**config.mk**
```make
export PLATFORM = sky130hd
export DESIGN_NAME = spi_fifo_stat
export DESIGN_NICKNAME = d
export VERILOG_FILES = /design/src/rtl/sfs_pkg.sv /design/src/rtl/sfs_fifo.sv /design/src/rtl/sfs_flags.sv /design/src/rtl/spi_fifo_stat.sv
export SDC_FILE = /design/constraint.sdc
export NUM_CORES = 1
export LEC_CHECK = 0
export BUFFER_PORTS_ARGS = -buffer_cell sky130_fd_sc_hd__buf_2
export CAP_MARGIN = 20
export CORE_AREA = 2 2 245 126
export CTS_BUF_LIST = sky130_fd_sc_hd__clkbuf_4
export DETAILED_ROUTE_END_ITERATION = 7
export DIE_AREA = 0 0 247 128
export GPL_TIMING_DRIVEN = 1
export SETUP_SLACK_MARGIN = 0.5
export SLEW_MARGIN = 10
export SYNTH_ARGS = -nofsm -noshare
export SYNTH_HDL_FRONTEND = slang
export SYNTH_SLANG_ARGS = --single-unit
```
**constraint.sdc**
```tcl
create_clock -name clk -period 2.07 [get_ports clk]
set_input_delay 0.1035 -clock clk [delete_from_list [all_inputs] [get_ports clk]]
set_output_delay 0.1035 -clock clk [all_outputs]
set_load 0.01 [all_outputs]
```
**src/rtl/sfs_pkg.sv**
```systemverilog
`timescale 1ns/1ps
// Package: register word addresses and bit positions shared by the
// SPI FIFO status unit and its sub-blocks.
package sfs_pkg;
    localparam int unsigned ADDR_W = 4;
    localparam int unsigned BUS_W  = 32;

    localparam logic [ADDR_W-1:0] A_PARAM = 4'd0;
    localparam logic [ADDR_W-1:0] A_CTRL  = 4'd1;
    localparam logic [ADDR_W-1:0] A_STAT  = 4'd2;
    localparam logic [ADDR_W-1:0] A_IEN   = 4'd3;
    localparam logic [ADDR_W-1:0] A_DMAEN = 4'd4;
    localparam logic [ADDR_W-1:0] A_WMARK = 4'd5;
    localparam logic [ADDR_W-1:0] A_CNT   = 4'd6;
    localparam logic [ADDR_W-1:0] A_TXD   = 4'd7;
    localparam logic [ADDR_W-1:0] A_RXST  = 4'd8;
    localparam logic [ADDR_W-1:0] A_RXD   = 4'd9;

    // status / interrupt-enable bit positions
    localparam int unsigned S_TXD  = 0;
    localparam int unsigned S_RXD  = 1;
    localparam int unsigned S_FRM  = 9;
    localparam int unsigned S_XFR  = 10;
    localparam int unsigned S_BUSY = 24;

    // control bit positions
    localparam int unsigned C_EN   = 0;
    localparam int unsigned C_SRST = 1;
    localparam int unsigned C_FTX  = 8;
    localparam int unsigned C_FRX  = 9;

    // field offset of the receive-side value in count and watermark words
    localparam int unsigned RX_FIELD = 16;
endpackage

```
**src/rtl/sfs_fifo.sv**
```systemverilog
`timescale 1ns/1ps
// Module: sfs_fifo
// Synchronous FIFO with occupancy count. Depth is 2**LOG2.
// Assumes: push when full and pop when empty are dropped; clr empties the
// FIFO and wins over push/pop in the same cycle; rdata is only meaningful
// while empty is low.
module sfs_fifo #(
    parameter int unsigned W    = 32,
    parameter int unsigned LOG2 = 2
) (
    input  logic            clk,
    input  logic            rst_n,
    input  logic            clr,
    input  logic            push,
    input  logic [W-1:0]    wdata,
    input  logic            pop,
    output logic [W-1:0]    rdata,
    output logic [LOG2:0]   count,
    output logic            full,
    output logic            empty
);
    localparam int unsigned DEPTH = 1 << LOG2;

    logic [W-1:0]    mem [DEPTH];
    logic [LOG2-1:0] wr_ptr;
    logic [LOG2-1:0] rd_ptr;
    logic            push_ok;
    logic            pop_ok;

    assign full    = (count == (LOG2+1)'(DEPTH));
    assign empty   = (count == '0);
    assign push_ok = push && !full;
    assign pop_ok  = pop && !empty;
    assign rdata   = mem[rd_ptr];

    // Pointer and count update, with clear taking priority.
    always_ff @(posedge clk) begin
        if (!rst_n || clr) begin
            wr_ptr <= '0;
            rd_ptr <= '0;
            count  <= '0;
        end else begin
            if (push_ok) wr_ptr <= wr_ptr + 1'b1;
            if (pop_ok)  rd_ptr <= rd_ptr + 1'b1;
            case ({push_ok, pop_ok})
                2'b10:   count <= count + 1'b1;
                2'b01:   count <= count - 1'b1;
                default: count <= count;
            endcase
        end
    end

    // Storage write; no reset needed on data.
    always_ff @(posedge clk) begin
        if (push_ok && !clr) mem[wr_ptr] <= wdata;
    end

    assert_count_bound_R2: assert property (@(posedge clk) disable iff (!rst_n)
        count <= (LOG2+1)'(DEPTH));
    assert_full_drop_R2: assert property (@(posedge clk) disable iff (!rst_n)
        (full && push && !pop && !clr) |=> $stable(count));
    assert_empty_pop_R3: assert property (@(posedge clk) disable iff (!rst_n)
        (empty && pop && !push && !clr) |=> (count == '0));
endmodule

```
**src/rtl/sfs_flags.sv**
```systemverilog
`timescale 1ns/1ps
// Module: sfs_flags
// Builds the status word from FIFO counts, watermarks and engine pulses,
// holds the interrupt-enable and DMA-enable registers, and drives the
// interrupt and DMA request lines.
// Assumes: w1c/ien/dma write strobes come pre-decoded from the register
// bus; srst is a one-cycle soft reset strobe.
module sfs_flags
    import sfs_pkg::*;
#(
    parameter int unsigned TXC_W = 3,
    parameter int unsigned RXC_W = 3
) (
    input  logic             clk,
    input  logic             rst_n,
    input  logic             srst,
    input  logic [TXC_W-1:0] tx_cnt,
    input  logic [TXC_W-1:0] tx_wm,
    input  logic [RXC_W-1:0] rx_cnt,
    input  logic [RXC_W-1:0] rx_wm,
    input  logic             frame_pulse,
    input  logic             xfer_pulse,
    input  logic             busy,
    input  logic             stat_wr,
    input  logic [1:0]       stat_w1c,  // {xfer, frame}
    input  logic             ien_wr,
    input  logic [3:0]       ien_wdata, // {xfer, frame, rxd, txd}
    input  logic             dma_wr,
    input  logic [1:0]       dma_wdata, // {rx, tx}
    output logic [BUS_W-1:0] stat,
    output logic [3:0]       ien_q,
    output logic [1:0]       dma_q,
    output logic             irq,
    output logic             tx_dma_req,
    output logic             rx_dma_req
);
    logic ev_frm;
    logic ev_xfr;
    logic txd;
    logic rxd;

    assign txd = (tx_cnt <= tx_wm);
    assign rxd = (rx_cnt >  rx_wm);

    // Completion event flags: set by pulse, cleared by write-one, set wins.
    always_ff @(posedge clk) begin
        if (!rst_n || srst) begin
            ev_frm <= 1'b0;
            ev_xfr <= 1'b0;
        end else begin
            ev_frm <= frame_pulse || (ev_frm && !(stat_wr && stat_w1c[0]));
            ev_xfr <= xfer_pulse  || (ev_xfr && !(stat_wr && stat_w1c[1]));
        end
    end

    // Interrupt-enable and DMA-enable registers.
    always_ff @(posedge clk) begin
        if (!rst_n || srst) begin
            ien_q <= '0;
            dma_q <= '0;
        end else begin
            if (ien_wr) ien_q <= ien_wdata;
            if (dma_wr) dma_q <= dma_wdata;
        end
    end

    // Status word assembly.
    always_comb begin
        stat         = '0;
        stat[S_TXD]  = txd;
        stat[S_RXD]  = rxd;
        stat[S_FRM]  = ev_frm;
        stat[S_XFR]  = ev_xfr;
        stat[S_BUSY] = busy;
    end

    assign irq = (txd && ien_q[0]) || (rxd && ien_q[1]) ||
                 (ev_frm && ien_q[2]) || (ev_xfr && ien_q[3]);
    assign tx_dma_req = txd && dma_q[0];
    assign rx_dma_req = rxd && dma_q[1];

    assert_event_set_R6: assert property (@(posedge clk) disable iff (!rst_n)
        (frame_pulse && !srst) |=> stat[S_FRM]);
    assert_irq_event_R7: assert property (@(posedge clk) disable iff (!rst_n)
        (xfer_pulse && ien_q[3] && !ien_wr && !srst) |=> irq);
    assert_txdma_quiet_R8: assert property (@(posedge clk) disable iff (!rst_n)
        (tx_cnt > tx_wm) |-> !tx_dma_req);
    assert_rxdma_quiet_R8: assert property (@(posedge clk) disable iff (!rst_n)
        (rx_cnt <= rx_wm) |-> !rx_dma_req);
endmodule

```
**src/rtl/spi_fifo_stat.sv**
```systemverilog
`timescale 1ns/1ps
// Module: spi_fifo_stat
// FIFO, status, interrupt and DMA-request unit of an SPI peripheral.
// Decodes the register bus, owns the control and watermark registers,
// and connects two FIFOs to the status/interrupt block.
// Assumes: single-cycle register bus, read data combinational on bus_addr;
// TX_LOG2 and RX_LOG2 are at most 7 so counts fit their 8-bit fields.
module spi_fifo_stat
    import sfs_pkg::*;
#(
    parameter int unsigned DATA_W  = 32,
    parameter int unsigned TX_LOG2 = 2,
    parameter int unsigned RX_LOG2 = 2
) (
    input  logic              clk,
    input  logic              rst_n,
    input  logic              bus_we,
    input  logic              bus_re,
    input  logic [3:0]        bus_addr,
    input  logic [31:0]       bus_wdata,
    output logic [31:0]       bus_rdata,
    output logic              tx_valid,
    output logic [DATA_W-1:0] tx_data,
    input  logic              tx_pop,
    input  logic              rx_push,
    input  logic [DATA_W-1:0] rx_data,
    input  logic              eng_frame_done,
    input  logic              eng_xfer_done,
    input  logic              eng_busy,
    output logic              irq,
    output logic              tx_dma_req,
    output logic              rx_dma_req
);
    localparam int unsigned TXC_W = TX_LOG2 + 1;
    localparam int unsigned RXC_W = RX_LOG2 + 1;

    logic              wr_ctrl;
    logic              srst;
    logic              tx_clr;
    logic              rx_clr;
    logic              en_q;
    logic [TXC_W-1:0]  tx_wm;
    logic [RXC_W-1:0]  rx_wm;
    logic [TXC_W-1:0]  tx_cnt;
    logic [RXC_W-1:0]  rx_cnt;
    logic              tx_full;
    logic              tx_empty;
    logic              rx_full;
    logic              rx_empty;
    logic [DATA_W-1:0] rx_head;
    logic              rx_pop;
    logic [BUS_W-1:0]  stat;
    logic [3:0]        ien_q;
    logic [1:0]        dma_q;

    assign wr_ctrl  = bus_we && (bus_addr == A_CTRL);
    assign srst     = wr_ctrl && bus_wdata[C_SRST];
    assign tx_clr   = srst || (wr_ctrl && bus_wdata[C_FTX]);
    assign rx_clr   = srst || (wr_ctrl && bus_wdata[C_FRX]);
    assign rx_pop   = bus_re && (bus_addr == A_RXD);
    assign tx_valid = en_q && !tx_empty;

    // Module enable and watermark registers.
    always_ff @(posedge clk) begin
        if (!rst_n || srst) begin
            en_q  <= 1'b0;
            tx_wm <= '0;
            rx_wm <= '0;
        end else begin
            if (wr_ctrl) en_q <= bus_wdata[C_EN];
            if (bus_we && (bus_addr == A_WMARK)) begin
                tx_wm <= bus_wdata[TXC_W-1:0];
                rx_wm <= bus_wdata[RX_FIELD +: RXC_W];
            end
        end
    end

    sfs_fifo #(.W(DATA_W), .LOG2(TX_LOG2)) u_txf (
        .clk   (clk),
        .rst_n (rst_n),
        .clr   (tx_clr),
        .push  (bus_we && (bus_addr == A_TXD)),
        .wdata (bus_wdata[DATA_W-1:0]),
        .pop   (tx_pop && tx_valid),
        .rdata (tx_data),
        .count (tx_cnt),
        .full  (tx_full),
        .empty (tx_empty)
    );

    sfs_fifo #(.W(DATA_W), .LOG2(RX_LOG2)) u_rxf (
        .clk   (clk),
        .rst_n (rst_n),
        .clr   (rx_clr),
        .push  (rx_push),
        .wdata (rx_data),
        .pop   (rx_pop),
        .rdata (rx_head),
        .count (rx_cnt),
        .full  (rx_full),
        .empty (rx_empty)
    );

    sfs_flags #(.TXC_W(TXC_W), .RXC_W(RXC_W)) u_flags (
        .clk         (clk),
        .rst_n       (rst_n),
        .srst        (srst),
        .tx_cnt      (tx_cnt),
        .tx_wm       (tx_wm),
        .rx_cnt      (rx_cnt),
        .rx_wm       (rx_wm),
        .frame_pulse (eng_frame_done),
        .xfer_pulse  (eng_xfer_done),
        .busy        (eng_busy),
        .stat_wr     (bus_we && (bus_addr == A_STAT)),
        .stat_w1c    ({bus_wdata[S_XFR], bus_wdata[S_FRM]}),
        .ien_wr      (bus_we && (bus_addr == A_IEN)),
        .ien_wdata   ({bus_wdata[S_XFR], bus_wdata[S_FRM], bus_wdata[S_RXD], bus_wdata[S_TXD]}),
        .dma_wr      (bus_we && (bus_addr == A_DMAEN)),
        .dma_wdata   (bus_wdata[1:0]),
        .stat        (stat),
        .ien_q       (ien_q),
        .dma_q       (dma_q),
        .irq         (irq),
        .tx_dma_req  (tx_dma_req),
        .rx_dma_req  (rx_dma_req)
    );

    // Register read multiplexer.
    always_comb begin
        bus_rdata = '0;
        case (bus_addr)
            A_PARAM: begin
                bus_rdata[3:0]  = 4'(TX_LOG2);
                bus_rdata[11:8] = 4'(RX_LOG2);
            end
            A_CTRL:  bus_rdata[C_EN] = en_q;
            A_STAT:  bus_rdata = stat;
            A_IEN: begin
                bus_rdata[S_TXD] = ien_q[0];
                bus_rdata[S_RXD] = ien_q[1];
                bus_rdata[S_FRM] = ien_q[2];
                bus_rdata[S_XFR] = ien_q[3];
            end
            A_DMAEN: bus_rdata[1:0] = dma_q;
            A_WMARK: begin
                bus_rdata[TXC_W-1:0]          = tx_wm;
                bus_rdata[RX_FIELD +: RXC_W]  = rx_wm;
            end
            A_CNT: begin
                bus_rdata[TXC_W-1:0]          = tx_cnt;
                bus_rdata[RX_FIELD +: RXC_W]  = rx_cnt;
            end
            A_RXST:  bus_rdata[1] = rx_empty;
            A_RXD:   bus_rdata[DATA_W-1:0] = rx_empty ? '0 : rx_head;
            default: bus_rdata = '0;
        endcase
    end

    assert_tx_flush_R9: assert property (@(posedge clk) disable iff (!rst_n)
        (wr_ctrl && bus_wdata[C_FTX]) |=> (tx_cnt == '0));
    assert_rx_flush_R9: assert property (@(posedge clk) disable iff (!rst_n)
        (wr_ctrl && bus_wdata[C_FRX]) |=> (rx_cnt == '0));
    assert_soft_reset_R10: assert property (@(posedge clk) disable iff (!rst_n)
        srst |=> (!en_q && ien_q == '0 && tx_empty && rx_empty));
    assert_txv_full_R12: assert property (@(posedge clk) disable iff (!rst_n)
        (tx_full && en_q) |-> tx_valid);
    assert_rxfull_cnt_R3: assert property (@(posedge clk) disable iff (!rst_n)
        rx_full |-> (rx_cnt == RXC_W'(1 << RX_LOG2)));
endmodule

```
Yosys cells after proc, flatten, opt, wreduce, memory -nomap -nowiden
Memory sizes are Yosys's and may differ from the RTL's. A register that Yosys moved wholly into a read port is not among the register bits.
Cells that the tools add are included.
Widths: inputs -> output; s select.
{ "word_totals": {"mem_count": 2, "ramBits": 256, "in_bits": 77, "word_cells": 114, "output_inout_bits": 68, "regBits": 29} }
{ "classes": {"n_mux": 22, "n_addsub": 8, "n_lt_le_gt_ge": 2, "eq_ne": 15, "reduce_logical": 52} }
{ "mem_list": {"columns": ["name", "words", "width", "read_ports", "rd_ports_with_merged_regs", "write_ports", "line", "source"], "rows": [
  ["u_rxf.mem", 4, 32, 1, 1, 1, "sfs_fifo.sv:24", "logic [W-1:0] mem [DEPTH];"],
  ["u_txf.mem", 4, 32, 1, 1, 1, "sfs_fifo.sv:24", null]
]} }
{ "ops": {"columns": ["op", "n"], "rows": [
  ["$mux 32", 1],
  ["$logic_and 1x1->1", 28],
  ["$pmux 13 s2", 1],
  ["$eq 4x3->1 const B", 4],
  ["$pmux 3 s2", 2],
  ["$logic_or 1x1->1", 10],
  ["$logic_not 1->1", 9],
  ["$pmux 3 s3", 1],
  ["$add 2x1->2 const B", 4],
  ["$eq 4x2->1 const B", 2],
  ["$eq 4x4->1 const B", 2],
  ["$mux 2", 4],
  ["$mux 4", 2],
  ["$pmux 1 s8", 1],
  ["$pmux 2 s4", 1],
  ["$mux 1", 7],
  ["$pmux 1 s7", 1],
  ["$add 3x1->3 const B", 2],
  ["$eq 3x3->1 const B", 2],
  ["$logic_not 3->1", 2],
  ["$sub 3x1->3 const B", 2],
  ["$eq 2x1->1 const B", 2],
  ["$eq 2x2->1 const B", 2],
  ["$eq 4x1->1 const B", 1],
  ["other kinds (5)", 6]
]} }

Depth between registers and ports, before layout
{ "depth": {"word_depth": 8, "depth_mapped": 11, "ltp_nobuf": 10} }

Cells and area by module
A second synthesis with hierarchy kept.
{ "hier_totals": {"cells_unflattened": 664, "area_unflattened_um2": 12007.8} }
{ "modules_own_cells": {"columns": ["mod", "cells_each", "seq_area_each_um2", "instances", "area_per_inst_um2"], "rows": [
  ["sfs_fifo", 222, 4023.9, 2, 5143.7],
  ["spi_fifo_stat", 133, 140.1, 1, 1006.0],
  ["sfs_flags", 87, 160.2, 1, 714.4]
]} }

Worst setup path before layout
Ideal clock, no wire load.
{ "synth_timing": {"path_kind": "flip-flop to flip-flop", "startpoint": "reg u_rxf.count[0]", "endpoint": "mem u_rxf.mem[0][0] (enable)", "arrival_time_ns": 1.775, "setup_slack_ns": -0.097, "setup_ns": 0.392, "stages_incl_launch_ff": 4, "t_required_ns": 1.678, "period_less_slack_ns": 2.167, "n_path_buf": 0, "cell_sequence": "dfxtp_1 inv_1 a31oi_1 and3_1"} }
{ "synth_via": {"elab_chain_cells": 6} }
{ "synth_rtl": {"columns": ["item", "line", "source"], "rows": [
  ["from (decl)", "sfs_fifo.sv:18", "output logic [LOG2:0] count,"],
  ["from (signal assigned)", "sfs_fifo.sv:46", "2'b10: count <= count + 1'b1;"],
  ["from (signal assigned)", "sfs_fifo.sv:47", "2'b01: count <= count - 1'b1;"],
  ["from (signal assigned)", "sfs_fifo.sv:48", "default: count <= count;"],
  ["$eq 3x3->1", "sfs_fifo.sv:30", "assign full = (count == (LOG2+1)'(DEPTH));"],
  ["$logic_not 1->1", "sfs_fifo.sv:32", "assign push_ok = push && !full;"],
  ["$logic_and 1x1->1", "sfs_fifo.sv:32", null],
  ["$logic_and 1x1->1", "sfs_fifo.sv:55", "if (push_ok && !clr) mem[wr_ptr] <= wdata;"],
  ["$mux 1", "sfs_fifo.sv:55", null],
  ["$mux 1 (not written as such)", "sfs_fifo.sv:55", null],
  ["to (decl)", "sfs_fifo.sv:24", null]
]} }
No other way between the ends.

Worst setup path after layout
{ "layout_timing": {"startpoint": "reg u_rxf.count[1]", "endpoint": "out bus_rdata[0]"} }
{ "layout_via": {"elab_chain_cells": 3} }
{ "layout_rtl": {"columns": ["item", "line", "source"], "rows": [
  ["$logic_not 3->1", "sfs_fifo.sv:31", "assign empty = (count == '0);"],
  ["$mux 32", "spi_fifo_stat.sv:155", "A_RXD: bus_rdata[DATA_W-1:0] = rx_empty ? '0 : rx_head;"],
  ["$pmux 1 s7", "spi_fifo_stat.sv:132", "case (bus_addr)"],
  ["to (decl)", "spi_fifo_stat.sv:21", "output logic [31:0] bus_rdata,"]
]} }
No other way between the ends.

==> reports/results.txt <==
CP Launch Type = register
Pwr Density = 739 mW/mm^2
Std-Cell Rows = 45
Crit. End Element = output port
DR pass1 iterations = 5
Starting Density = 0.383
Mean post-synth cell area = 19.4 um^2
Post-route ant nets = 0
Fin. max-slew vios = 0
Final min period = 2.53 ns
Congestion Overflow GR = 0
Min-delay worst type = in2reg
CP top delay family = simple AND/OR/NAND/NOR gates
Inst Count DP = 1134
Port buffer count = 144
Post-route insts no fill = 1404
EDFF count, synth = 256
Pin count of the biggest net entering global routing = 26
I/O pins = 145
H-tree Lvls = 3
Detailed Route WL = 31.1 mm
Maxcap violations = 0
Area contributors post-synth = edfxtp_1, mux4_2, dfxtp_1
Antenna violations before repair = 2
Clock Latency Late Sink = 0.72 ns
Synth Instances = 584
Final hold vios = 0
Clock slew at reported path FFs = 0.07 ns
Failing checks = negative setup slack
Synth unique cells = 50
Die width = 247 um
Layout Nets = 1050
CTS root buf = clkbuf_4
Synth Area in XOR/XNOR = 0.00926
Top FF cell, synth = edfxtp_1
Main combinational cell family by area after synthesis = multiplexers
Remaining DRCs = 0
Async SR Flop Fraction = 0
Average wire per standard cell = 22.2 um
Post-synthesis mux area share = 0.143
CTS tree = yes
DPL Wire Length = 17.2 mm
Leakage = 6.00 nW
Slowest cell on the critical path = or3_4
Cell Area, Synth = 0.0113 mm^2
Outcome = complete, but fails checks
GRT Util Overall = 0.199
Die Ht = 128 um
Synth cell count leaders = edfxtp_1, mux4_2, nor2_1
Ys Warns = 0
Crit path largest cell delay = 0.39 ns
Fmax = 395 MHz
Peak supply drop = 465 uV
Worst slew pin tran = 0.670 ns
DIE AREA = 0.0316 mm^2
Fin crit share = 1.22
TritonCTS Buffers = 68
CTS Sinks = 289
Critical path cell sequence = or3_4, buf_12, and2_4, a221o_1, a21o_1, buf_2
Yosys reg bits = 289
Number of global-route vias before repair = 7460
Critical path class = reg2out
WP buf/inv = 2
Adder-cell share of the synthesized area = 0.0212
Setup ws final = -0.464 ns
First-pass GRT wire length = 45.5 mm
Synth Area in Simple Gates = 0.0491
Area leader, netlist = edfxtp_1
Net count after synthesis = 679
Via Count = 7147
Share of post-route cells with drive strength above 1 = 0.505
CP arrival = 2.43 ns
Sequential share of the synthesized area = 0.736
Initial DRC Count = 618
CTS Buffer Depth = 3
Most frequent cell after synthesis = edfxtp_1
RSZ-0062 raised after global routing = true
Vias per cell = 5.09
Crit-path max FO = 8
Final Wtd Congestion = 0.850
Placement Setup Slack = 0.158 ns
Core Box Area = 0.0297 mm^2
Post-synthesis compound-gate area fraction = 0.0236
Slew HR = 0.550
Area share of the largest cell type after synthesis = 0.677
Skew final = 0.0511 ns
P&R area growth vs syn = 45.1%
Setup violators final = 62
Critical Path RT = 1.97 ns
-- worst reg2reg max path, delay by kind of cell (launching register included) --
family	cells	cell delay, ns
buffers and inverters	3	0.31
adder cells (fa/ha/maj)	2	0.34
AND/OR/NAND/NOR	4	0.66
flip-flops	1	0.37
XOR/XNOR	2	0.30
-- where the power goes --
| group | internal, mW | switching (mW) |
|---|---|---|
| logic | 0.546 | 0.483 |
| registers | 6.49 | 0.0486 |
| clock network | 2.38 | 2.22 |
-- repair_timing --
item | 4_1_cts | 5_1_grt
endpoints found under the setup margin | 329 | 333
gates cloned | 25 | 4
gates resized for setup | 140 | 42
buffers inserted | 33 | 15
hold buffers | 73 | 0
endpoints found under the hold margin | 289 | 0
pin swaps | 23 | 15
-- logic make-up (layout without fill, tap and decap cells) --
logic type	count (synthesis)	in the layout
AO/OA/AOI/OAI	34	34
XOR/XNOR	12	12
adder cells (fa/ha/maj)	18	18
buffers and inverters	48	468
flip-flops	289	289
multiplexers	82	82
other	0	1
AND/OR/NAND/NOR	101	101
-- sequential cells by signal, indices dropped and copies added (netlist names), named ones only --
name,cells
u_txf.count,3
u_flags.ev_frm,1
u_rxf.count,3
en_q,1
u_flags.ev_xfr,1
u_txf.mem,128
tx_wm,3
u_flags.ien_q,4
rx_wm,3
u_txf.wr_ptr,2
u_rxf.rd_ptr,2
u_rxf.mem,128
u_rxf.wr_ptr,2
u_txf.rd_ptr,2
u_flags.dma_q,2
-- per-stage QoR --
| stage | area, um^2 | total power, mW | hold WS (ns) | utilization | setup TNS, ns |
|---|---|---|---|---|---|
| 2_1_floorplan | 11400 | 6.95 | 0.202 | - | 0 |
| 3_3_place_gp | 12900 | 7.24 | 0.312 | 0.434 | 0 |
| 3_5_place_dp | 12900 | 7.27 | 0.326 | 0.434 | 0 |
| 4_1_cts | 16000 | 12.2 | 0.00648 | 0.540 | -17.92 |
| 5_1_grt | 16500 | 12.7 | 0.0842 | 0.555 | -20.76 |
| 6_report | 16500 | 12.2 | 0.111 | 0.555 | -13.49 |
-- layout make-up --
| class | count | area (um^2) |
|---|---|---|
| Antenna cell | 1 | 2.50 |
| Clock buffer | 109 | 818 |
| Clock inverter | 10 | 41.3 |
| Fill cell | 2288 | 13200 |
| Inverter | 23 | 93.8 |
| Multi-Input combinational cell | 247 | 3060 |
| Sequential cell | 289 | 8390 |
| Tap cell | 399 | 499 |
| Timing Repair Buffer | 326 | 3560 |
-- worst paths after layout --
| path | cells past startpoint | slack (ns) | startpoint | to |
|---|---|---|---|---|
| max reg2reg | 11 | -0.04 | u_rxf.count[1]$_SDFFE_PP0P_ | u_rxf.count[2]$_SDFFE_PP0P_ |
| min reg2reg | 2 | 0.54 | tx_wm[2]$_SDFFE_PP0P_ | tx_wm[2]$_SDFFE_PP0P_ |
| min | 5 | 0.11 | bus_addr[1] | u_flags.dma_q[0]$_SDFFE_PP0P_ |
| max | 6 | -0.46 | u_rxf.count[1]$_SDFFE_PP0P_ | bus_rdata[0] |
-- cell usage in the layout (no fill, tap or decap), types with 16 or more instances in the layout --
| cell | n |
|---|---|
| mux4_2 | 64 |
| buf_4 | 35 |
| edfxtp_1 | 256 |
| buf_12 | 21 |
| dfxtp_1 | 20 |
| dlygate4sd3_1 | 73 |
| buf_6 | 76 |
| buf_16 | 25 |
| buf_2 | 90 |
| and3_4 | 27 |
| inv_1 | 16 |
| clkbuf_4 | 109 |
| nor2_1 | 36 |
-- routing by layer --
layer,global-route usage,share of wire
met1,0.300,0.47
met2,0.287,0.46
met3,0.0454,0.057
met4,0.0585,0.013
met5,0,0
No activity file was read; power rests on OpenSTA's default activity.
